[config.mk]
export PLATFORM = sky130hd
export DESIGN_NAME = rx_irq_agg
export DESIGN_NICKNAME = d
export VERILOG_FILES = /design/src/rtl/rx_irq_pkg.sv /design/src/rtl/rx_irq_flags.sv /design/src/rtl/rx_irq_router.sv /design/src/rtl/rx_irq_stretch.sv /design/src/rtl/rx_irq_sdata.sv /design/src/rtl/rx_irq_agg.sv
export SDC_FILE = /design/constraint.sdc
export NUM_CORES = 1
export LEC_CHECK = 0
export ABC_CLOCK_PERIOD_IN_PS = 2300
export BUFFER_PORTS_ARGS = -buffer_cell sky130_fd_sc_hd__buf_2
export CAP_MARGIN = 20
export CORE_ASPECT_RATIO = 1.5
export CORE_MARGIN = 2
export CORE_UTILIZATION = 51
export CTS_BUF_LIST = sky130_fd_sc_hd__clkbuf_2 sky130_fd_sc_hd__clkbuf_4 sky130_fd_sc_hd__clkbuf_8
export CTS_CLUSTER_DIAMETER = 30
export DETAILED_ROUTE_END_ITERATION = 6
export PLACE_DENSITY = 0.82
export SYNTH_ARGS = -nofsm -noshare
export SYNTH_HDL_FRONTEND = slang
export SYNTH_SLANG_ARGS = --single-unit
[constraint.sdc]
create_clock -name clk_i -period 2.3 [get_ports clk_i]
set_input_delay 0 -clock clk_i [delete_from_list [all_inputs] [get_ports clk_i]]
set_output_delay 0 -clock clk_i [all_outputs]
set_load 0.03 [all_outputs]
[src/rtl/rx_irq_pkg.sv]
`timescale 1ns/1ps
package rx_irq_pkg;
  localparam int unsigned NUM_EVT = 8;

  typedef enum logic [2:0] {
    EV_UNLOCK   = 3'd0,
    EV_PARITY   = 3'd1,
    EV_STREAM   = 3'd2,
    EV_VALID    = 3'd3,
    EV_NONAUDIO = 3'd4,
    EV_RATE     = 3'd5,
    EV_QSUB     = 3'd6,
    EV_CSTAT    = 3'd7
  } evt_idx_e;

  // clear-on-read events
  localparam logic [NUM_EVT-1:0] STICKY_SET      = 8'b1110_0010;
  // routing while unlocked
  localparam logic [NUM_EVT-1:0] UNLK_HOLD_ROUTE = 8'b0000_0011;
  localparam logic [NUM_EVT-1:0] UNLK_IMM_ROUTE  = 8'b0001_1100;
endpackage

[src/rtl/rx_irq_flags.sv]
`timescale 1ns/1ps
module rx_irq_flags #(
  parameter int unsigned     N      = 8,
  parameter logic [N-1:0]    STICKY = '0
) (
  input  logic         clk_i,
  input  logic         rst_ni,
  input  logic [N-1:0] evt_i,
  input  logic         rd_i,
  input  logic         sf_i,
  output logic [N-1:0] status_o,
  output logic [N-1:0] src_o
);
  for (genvar i = 0; i < N; i++) begin : g_evt
    if (STICKY[i]) begin : g_sticky
      logic flag_q, pulse_q;
      always_ff @(posedge clk_i or negedge rst_ni) begin
        if (!rst_ni) begin
          flag_q  <= 1'b0;
          pulse_q <= 1'b0;
        end else begin
          flag_q  <= evt_i[i] | (flag_q & ~rd_i);   // set beats read
          pulse_q <= evt_i[i] | (pulse_q & ~sf_i);  // lasts to sub-frame
        end
      end
      assign status_o[i] = flag_q;
      assign src_o[i]    = pulse_q;
    end else begin : g_live
      assign status_o[i] = evt_i[i];
      assign src_o[i]    = evt_i[i];
    end
  end
endmodule

[src/rtl/rx_irq_router.sv]
`timescale 1ns/1ps
module rx_irq_router #(
  parameter int unsigned  N          = 8,
  parameter logic [N-1:0] HOLD_UNLK  = '1,
  parameter logic [N-1:0] IMM_UNLK   = '1
) (
  input  logic [N-1:0] src_i,
  input  logic [N-1:0] mask_i,
  input  logic         locked_i,
  input  logic         pll_en_i,
  output logic         hold_req_o,
  output logic         imm_o
);
  logic [N-1:0] live, route_hold, route_imm;

  assign live       = src_i & ~mask_i;
  assign route_hold = locked_i ? '1 : HOLD_UNLK;
  assign route_imm  = locked_i ? '1 : IMM_UNLK;
  assign hold_req_o = pll_en_i & |(live & route_hold);
  assign imm_o      = pll_en_i & |(live & route_imm);
endmodule

[src/rtl/rx_irq_stretch.sv]
`timescale 1ns/1ps
module rx_irq_stretch #(
  parameter int unsigned HOLD_BASE = 512,
  parameter int unsigned SEL_W     = 2
) (
  input  logic             clk_i,
  input  logic             rst_ni,
  input  logic             en_i,
  input  logic             req_i,
  input  logic [SEL_W-1:0] sel_i,
  output logic             pin_o
);
  localparam int unsigned MAX_HOLD = HOLD_BASE << ((1 << SEL_W) - 1);
  localparam int unsigned CNT_W    = $clog2(MAX_HOLD);

  logic [CNT_W-1:0] cnt_q, reload;
  logic             pin_q;

  assign reload = CNT_W'((HOLD_BASE << sel_i) - 1);

  always_ff @(posedge clk_i or negedge rst_ni) begin
    if (!rst_ni) begin
      pin_q <= 1'b0;
      cnt_q <= '0;
    end else if (!en_i) begin
      pin_q <= 1'b0;
      cnt_q <= '0;
    end else if (req_i) begin
      pin_q <= 1'b1;
      cnt_q <= reload;
    end else if (cnt_q != '0) begin
      pin_q <= 1'b1;
      cnt_q <= cnt_q - 1'b1;
    end else begin
      pin_q <= 1'b0;
    end
  end

  assign pin_o = pin_q & en_i;
endmodule

[src/rtl/rx_irq_sdata.sv]
`timescale 1ns/1ps
module rx_irq_sdata #(
  parameter int unsigned DW = 16
) (
  input  logic          clk_i,
  input  logic          rst_ni,
  input  logic          locked_i,
  input  logic          vld_i,
  input  logic          err_i,
  input  logic [DW-1:0] data_i,
  output logic [DW-1:0] data_o
);
  always_ff @(posedge clk_i or negedge rst_ni) begin
    if (!rst_ni)           data_o <= '0;
    else if (!locked_i)    data_o <= '0;
    else if (vld_i && !err_i) data_o <= data_i;
  end
endmodule

[src/rtl/rx_irq_agg.sv]
`timescale 1ns/1ps
module rx_irq_agg
  import rx_irq_pkg::*;
#(
  parameter int unsigned DW        = 16,
  parameter int unsigned HOLD_BASE = 512
) (
  input  logic                  clk_i,
  input  logic                  rst_ni,
  input  logic                  pll_en_i,
  input  logic                  locked_i,
  input  logic                  par_err_i,
  input  logic                  stream_det_i,
  input  logic                  valid_flag_i,
  input  logic                  non_audio_i,
  input  logic                  rate_chg_i,
  input  logic                  qsub_sync_i,
  input  logic                  cstat_chg_i,
  input  logic                  stat_rd_i,
  input  logic                  subframe_i,
  input  logic [NUM_EVT-1:0]    mask_i,
  input  logic [1:0]            hold_sel_i,
  input  logic                  sample_vld_i,
  input  logic [DW-1:0]         sample_i,
  output logic                  irq_hold_o,
  output logic                  irq_imm_o,
  output logic [NUM_EVT-1:0]    status_o,
  output logic [DW-1:0]         sample_o
);
  logic [NUM_EVT-1:0] evt, src;
  logic               hold_req;

  always_comb begin
    evt              = '0;
    evt[EV_UNLOCK]   = ~locked_i;
    evt[EV_PARITY]   = par_err_i;
    evt[EV_STREAM]   = stream_det_i;
    evt[EV_VALID]    = valid_flag_i;
    evt[EV_NONAUDIO] = non_audio_i;
    evt[EV_RATE]     = rate_chg_i;
    evt[EV_QSUB]     = qsub_sync_i;
    evt[EV_CSTAT]    = cstat_chg_i;
  end

  rx_irq_flags #(.N(NUM_EVT), .STICKY(STICKY_SET)) i_flags (
    .clk_i, .rst_ni, .evt_i(evt), .rd_i(stat_rd_i), .sf_i(subframe_i),
    .status_o, .src_o(src)
  );

  rx_irq_router #(.N(NUM_EVT), .HOLD_UNLK(UNLK_HOLD_ROUTE), .IMM_UNLK(UNLK_IMM_ROUTE)) i_router (
    .src_i(src), .mask_i, .locked_i, .pll_en_i,
    .hold_req_o(hold_req), .imm_o(irq_imm_o)
  );

  rx_irq_stretch #(.HOLD_BASE(HOLD_BASE), .SEL_W(2)) i_stretch (
    .clk_i, .rst_ni, .en_i(pll_en_i), .req_i(hold_req), .sel_i(hold_sel_i),
    .pin_o(irq_hold_o)
  );

  rx_irq_sdata #(.DW(DW)) i_sdata (
    .clk_i, .rst_ni, .locked_i, .vld_i(sample_vld_i), .err_i(par_err_i),
    .data_i(sample_i), .data_o(sample_o)
  );
endmodule

==> reports/metrics.cfg, run 1 <==
[die]
die-area_um2 = 4100
core_um2 = 3416
die_x_um = 52.95
rows = 26
die_y_um = 77.43
start_util = 0.5366
ios = 66

[detailed_routing]
drc = 0
vias = 1724
first_pass_iters = 4
viasPerCell = 5.438
antenna_left = 0
first_iter_violations = 55
routed_wl_um = 4930
wire_per_inst_um = 15.55

[global_route]
grt_antenna_before_repair = 0
grt_max_degree = 38
overflow = 0
grt_pass1_vias = 1828
grt_usage = 0.2750
grt_pass1_wl_um = 8335

[sta]
setup_viol_count_final = 0
hold_viol = 0
rsz0062_at_grt = no
maxSlewViolCount = 0
fin_tns_setup_ns = 0
fin_skew_ns = 0.01226
period_share = 0.8801
maxSlewHeadroom = 0.4669
max_freq_mhz = 494.0
worstMarginPinSlew_ns = 0.7997
fin_crit_ns = 2.024

[cts]
h-tree-depth = 2
postCtsSetupBuffers = 0
root_buffer = clkbuf_8
cts_tree = built
numCtsBuffers = 5
clockBufferDepth = 2
clk_latency_ns = 0.28
clock_sinks = 37
clk_pin_slew_ns = 0.07

[synthesis]
synthTopCellsByArea = dfrtp_1 51%, nand2_1 8.8%, a21oi_1 6.6%
syn-num-nets = 231
syn_area_um2 = 1833
async_flop_share = 1.000
synth_seq_area_share = 0.5051
synth_top_area_share = 0.5051
synth_edf_count = 0
synth.distinct_cells = 42
synthFlopType = dfrtp_1
synthCells = 190
yosys_warnings = 0
synth-seq-cells = 37
yosysTopAreaCell = dfrtp_1
avgSynthCellArea_um2 = 9.647

[flow_run]
drv_cap = 0

[run_status]
status = finished clean

[final_layout]
n_antenna_cell = 0
syn_to_final_growth_pct = 36.38
nets = 315
drive_gt1_frac = 0.3200
stdcell_area_um2 = 2500

[placed_design]
place_hpwl_um = 3105
place_congestion = 0.8221
io_buffer_count = 65
placed_cell_area_um2 = 2157

[critical_path]
slowest_delay_ns = 0.35
worstPathArrival_ns = 2.22
crit_required_ns = 2.49
path_cells = nor2b_1, o21ai_0, nand4_1, nand2_1, nand2_1, ha_2, nand3_4, a2111oi_4, a21oi_2, a211oi_2
worst_path_max_delay_cell = a2111oi_4
cp-start-kind = flop
crit_path_end_kind = flop
reg2reg_depth = 10
crit_top_cell = nand2_1
path_max_fanout = 10
worstReg2RegStart = i_flags.g_evt[6].g_sticky.pulse_q
rrSetupSlack_ns = 0.28
worst-setup-path-type = flop to flop
r2r-end = i_stretch.cnt_q[10]

[pwr]
p_clk_frac = 0.348
p_sw_mw = 0.4821
intPower_mw = 1.195
seqPwrFrac = 0.440
power_frac_comb = 0.212
power.switching_fraction = 0.2874
power_density_nw_per_um2 = 671.0
ir_drop_uv = 556.6
power_mw = 1.677
p_leak_nw = 1.177

[hold_path]
min_path_cells = 3
worstHoldEndpoint = i_stretch.cnt_q[11]
min_path_type = primary input to flop
worstHoldStart = hold_sel_i[1]

-- cell usage after synthesis (2+ instances only) --
| cell | n |
|---|---|
| clkinv_1 | 2 |
| nor3_1 | 3 |
| nand3_1 | 3 |
| dfrtp_1 | 37 |
| o31ai_1 | 2 |
| inv_1 | 2 |
| o21ai_0 | 3 |
| a21oi_1 | 24 |
| clkbuf_1 | 5 |
| o21a_1 | 3 |
| nor3_4 | 2 |
| nand2_1 | 43 |
| a31oi_1 | 2 |
| nor2_1 | 6 |
| xnor2_1 | 2 |
| nand4_1 | 2 |
| a21o_1 | 9 |
| buf_4 | 8 |
| nor2b_1 | 9 |
-- cell usage in the layout (no fill, tap or decap), drive strengths merged, types with 2 or more instances in the layout --
| cell type | n |
|---|---|
| nor3 | 5 |
| nand2 | 43 |
| dlygate4sd3 | 22 |
| o31ai | 2 |
| clkbuf | 6 |
| a211oi | 2 |
| nor2 | 6 |
| inv | 2 |
| o21ai | 3 |
| a21oi | 25 |
| o311ai | 2 |
| xnor2 | 2 |
| nand4 | 2 |
| a31oi | 2 |
| clkinv | 2 |
| a21o | 9 |
| nand3 | 5 |
| dfrtp | 37 |
| nor2b | 9 |
| buf | 69 |
| o21a | 3 |
-- registers in the layout (all words and copies together), names as in the netlist --
signal and count:
i_flags.g_evt.g_sticky.flag_q 4, i_stretch.pin_q 1, i_stretch.cnt_q 12, i_flags.g_evt.g_sticky.pulse_q 4
i_sdata.data_o 16
-- how the worst max path moves through the flow --
stage	endpoint	start	cells after the start	slack, ns
after floorplan	i_stretch.cnt_q[10]	i_flags.g_evt[7].g_sticky.pulse_q	11	0.30
after global placement	i_stretch.cnt_q[10]	i_flags.g_evt[6].g_sticky.pulse_q	10	0.29
after detailed placement	i_stretch.cnt_q[10]	i_flags.g_evt[6].g_sticky.pulse_q	10	0.20
after CTS	i_stretch.cnt_q[10]	i_flags.g_evt[6].g_sticky.pulse_q	10	0.15
after global routing	i_stretch.cnt_q[10]	i_flags.g_evt[7].g_sticky.pulse_q	10	0.07
final	i_stretch.cnt_q[10]	i_flags.g_evt[6].g_sticky.pulse_q	10	0.28
-- power by group through the flow --
stage          combinational [mW]  clock, mW  sequential [mW]
2_1_floorplan               0.196          0            0.765
3_3_place_gp                0.312          0            0.747
3_5_place_dp                0.321          0            0.748
4_1_cts                     0.350      0.594            0.736
5_1_grt                     0.390      0.625            0.742
6_report                    0.356      0.584            0.737
-- area by class of cell --
cell class	instances	area (um2)
inverters	4	15.01
clock buffers	6	82.58
fillers	244	915.9
well taps	42	52.55
repair buffers	91	575.6
flip-flops and latches	37	925.9
clock inverters	2	37.54
multi-input cells	135	810.8
-- what timing repair did --
action / in CTS / in global routing
endpoints found under the setup margin: 0 / 2
hold buffers: 22 / 0
gates resized for setup: 0 / 1
hold endpoints to repair: 62 / 0
-- metal layers --
layer  global-route usage  share of wire
met5                    0              0
met4              0.09744          0.013
met2               0.4788           0.57
met3              0.05962          0.043
met1               0.3221           0.38
-- stage by stage --
stage / setup WS (ns) / instances / util / hold slack (ns)
after global placement: 0.2900 / 287 / 0.6315 / 0.1380
after CTS: 0.1491 / 317 / 0.7311 / 0.01437
after global routing: 0.06718 / 317 / 0.7319 / 0.01333
after detailed placement: 0.1990 / 287 / 0.6315 / 0.1385
final: 0.2758 / 317 / 0.7319 / 0.02495
after floorplan: 0.3043 / 190 / - / -0.2956
-- critical path: cells and delay by family (launching register included) --
kind                     cells  cell delay, ns
adder cells (fa/ha/maj)      1            0.30
AND/OR/NAND/NOR              5            0.51
flip-flops                   1            0.34
AO/OA/AOI/OAI                4            0.79
-- kinds of logic (layout without fill, tap and decap cells) --
logic type               Yosys count  in the layout  synth area share
AO/OA/AOI/OAI                     52             52            0.1918
adder cells (fa/ha/maj)            1              1          0.006825
AND/OR/NAND/NOR                   79             79            0.2280
flip-flops                        37             37            0.5051
XOR/XNOR                           3              3           0.01434
buffers and inverters             18            103           0.05393
Note: power is estimated with default switching activity, not from simulation.
==> run 2, diff against run 1 <==
Settings changed: PLACE_DENSITY 0.82 to default, PLACE_DENSITY_LB_ADDON from default to 0.1.
==> run 2 against run 1 <==
Net effect:
- global-route usage fell by 2.6 points
- routed wire length down 7.9%
- sequential cell count stayed put
- design area fell by 0.70%
- first-iteration DRC count shrank 65%
- largest cell class unchanged
==> reports/metrics.cfg, run 2 (synthesis results as in run 1) <==
[detailed_routing]
first_iter_violations = 19  ; was 55
drc = 0  ; unchanged
antenna_left = 0  ; unchanged
routed_wl_um = 4539  ; was 4930 um
viasPerCell = 5.362  ; was 5.438
vias = 1705  ; was 1,724
wire_per_inst_um = 14.27  ; was 15.55 um
first_pass_iters = 4  ; unchanged

[placed_design]
place_hpwl_um = 3071  ; was 3105 um
placed_cell_area_um2 = 2172  ; was 2157 um2
io_buffer_count = 65  ; unchanged
place_congestion = 0.7737  ; was 0.8221

[final_layout]
final_common_cell = buf_2  ; unchanged
largest_register_ffs = 16  ; unchanged
syn_to_final_growth_pct = 35.43  ; was 36.38%
top_register = i_sdata.data_o  ; unchanged
layout_common_cells = 65 x buf_2, 43 x nand2_1, 37 x dfrtp_1  ; unchanged
n_antenna_cell = 0  ; unchanged
drive_gt1_frac = 0.3188  ; was 0.3200
stdcell_area_um2 = 2482  ; was 2500 um2
largestRegisters = i_sdata.data_o: 16 flops, i_stretch.cnt_q: 12 flops  ; unchanged
nets = 317  ; was 315

[pwr]
p_leak_nw = 1.178  ; was 1.177 nW
power_density_nw_per_um2 = 627.1  ; was 671.0 nW/um2
power_frac_comb = 0.231  ; was 0.212
intPower_mw = 1.098  ; was 1.195 mW
ir_drop_uv = 512.9  ; was 556.6 uV
p_sw_mw = 0.4588  ; was 0.4821 mW
seqPwrFrac = 0.473  ; was 0.440
p_clk_frac = 0.295  ; was 0.348
power.switching_fraction = 0.2947  ; was 0.2874

[global_route]
grt_antenna_before_repair = 0  ; unchanged
grt_pass1_wl_um = 7583  ; was 8335 um
overflow = 0  ; unchanged
grt_max_degree = 38  ; unchanged
grt_pass1_vias = 1685  ; was 1,828
grt_usage = 0.2489  ; was 0.2750

[flow_run]
drv_cap = 0  ; unchanged

[run_status]
status = finished clean  ; unchanged

[sta]
maxSlewHeadroom = 0.4554  ; was 0.4669
max_freq_mhz = 475.1  ; was 494.0 MHz
fin_crit_ns = 2.105  ; was 2.024 ns
rsz0062_at_grt = no  ; unchanged
maxSlewViolCount = 0  ; unchanged
fin_tns_setup_ns = 0  ; unchanged
hold_viol = 0  ; unchanged
period_share = 0.9152  ; was 0.8801
worstMarginPinSlew_ns = 0.8169  ; was 0.7997 ns
setup_viol_count_final = 0  ; unchanged
fin_skew_ns = 0.003746  ; was 0.01226 ns

[die]
rows = 26  ; unchanged
die-area_um2 = 4100  ; unchanged
die_x_um = 52.95  ; unchanged
ios = 66  ; unchanged
start_util = 0.5366  ; unchanged
core_um2 = 3416  ; unchanged
die_y_um = 77.43  ; unchanged

[critical_path]
cp-startpoint = i_flags.g_evt[6].g_sticky.pulse_q  ; unchanged
worst-setup-path-type = flop to flop  ; unchanged
reg2reg_depth = 10  ; unchanged
worstPathArrival_ns = 2.30  ; was 2.22 ns
worstReg2RegStart = i_flags.g_evt[6].g_sticky.pulse_q  ; unchanged
rrSetupSlack_ns = 0.20  ; was 0.28 ns
crit_path_end_kind = flop  ; unchanged
crit_required_ns = 2.50  ; was 2.49 ns
cp-start-kind = flop  ; unchanged
crit_end = i_stretch.cnt_q[10]  ; unchanged
r2r-end = i_stretch.cnt_q[10]  ; unchanged
path_max_fanout = 10  ; unchanged

[cts]
numCtsBuffers = 5  ; unchanged
clockBufferDepth = 2  ; unchanged
clk_pin_slew_ns = 0.07  ; about the same
h-tree-depth = 2  ; unchanged
root_buffer = clkbuf_8  ; unchanged
clk_latency_ns = 0.28  ; about the same
cts_tree = built  ; unchanged
clock_sinks = 37  ; unchanged
postCtsSetupBuffers = 0  ; unchanged

[hold_path]
min_path_type = primary input to flop  ; unchanged

run 2: cell types whose count changed in the layout (fill, tap and decap cells not counted):
cell / change
buf_4: +2
clkinvlp_4: -1
clkbuf_4: +1
ha_1: +1
ha_2: -1
bufinv_16: -1
run 2: metal layers:
metal,routed length [um],GRT usage,up-vias,share of wire
met2,2510,0.4388,43,0.55
met4,94,0.09231,0,0.021
met5,0,0,-,0
met1,1745,0.2811,826,0.38
li1,-,-,826,-
met3,189,0.05769,10,0.042
run 2: layout make-up:
class,instances,area (um2)
inverters,4,15.01
repair buffers,93,590.6
fillers,273,933.4
flip-flops and latches,37,925.9
clock buffers,7,90.09
multi-input cells,135,808.3
well taps,42,52.55
run 2: how the worst min path moves through the flow:
stage / slack (ns) / cells past startpoint / startpoint / endpoint
3_3_place_gp: 0.14 / 1 / rst_ni / i_stretch.cnt_q[10]
5_1_grt: 0.03 / 2 / pll_en_i / i_stretch.cnt_q[9]
3_5_place_dp: 0.15 / 1 / rst_ni / i_stretch.cnt_q[9]
6_report: 0.01 / 3 / hold_sel_i[1] / i_stretch.cnt_q[11]
4_1_cts: 0.00004 / 3 / hold_sel_i[1] / i_stretch.cnt_q[11]
2_1_floorplan: -0.30 / 0 / rst_ni / i_flags.g_evt[1].g_sticky.flag_q
run 2: stage by stage:
step                  util  hold WS, ns  setup slack (ns)  total power [mW]  instances
finish              0.7267      0.01407            0.1951             1.557        318
global route        0.7267      0.02825         0.0008897             1.642        318
CTS                 0.7267   0.00003858            0.1977             1.570        318
detailed placement  0.6359       0.1457            0.2156             1.077        289
global placement    0.6359       0.1387            0.2926             1.072        289
floorplan                -      -0.2956            0.3043            0.9612        190
run 2: worst max-delay path: stages (launching register included):
cell and delay [ns]:
dfrtp_1 0.34, nor2b_1 0.11, o21ai_0 0.13, nand4_1 0.12, nand2_1 0.07, nand2_1 0.08, ha_1 0.39, nand3_4 0.14
a2111oi_4 0.36, a21oi_2 0.06, a211oi_2 0.21
run 2: power groups by stage:
stage | Combinational [mW] | Clock (mW) | Sequential, mW
after floorplan | 0.196 | 0 | 0.765
after global placement | 0.325 | 0 | 0.747
after detailed placement | 0.329 | 0 | 0.748
after CTS | 0.358 | 0.475 | 0.736
after global routing | 0.394 | 0.507 | 0.741
final | 0.360 | 0.460 | 0.736
run 2: what timing repair did:
action / 4_1_cts / 5_1_grt
hold buffers: 22 / 0
endpoints found under the hold margin: 62 / 0
gates resized for setup: 0 / 0
setup endpoints to repair: 0 / 0
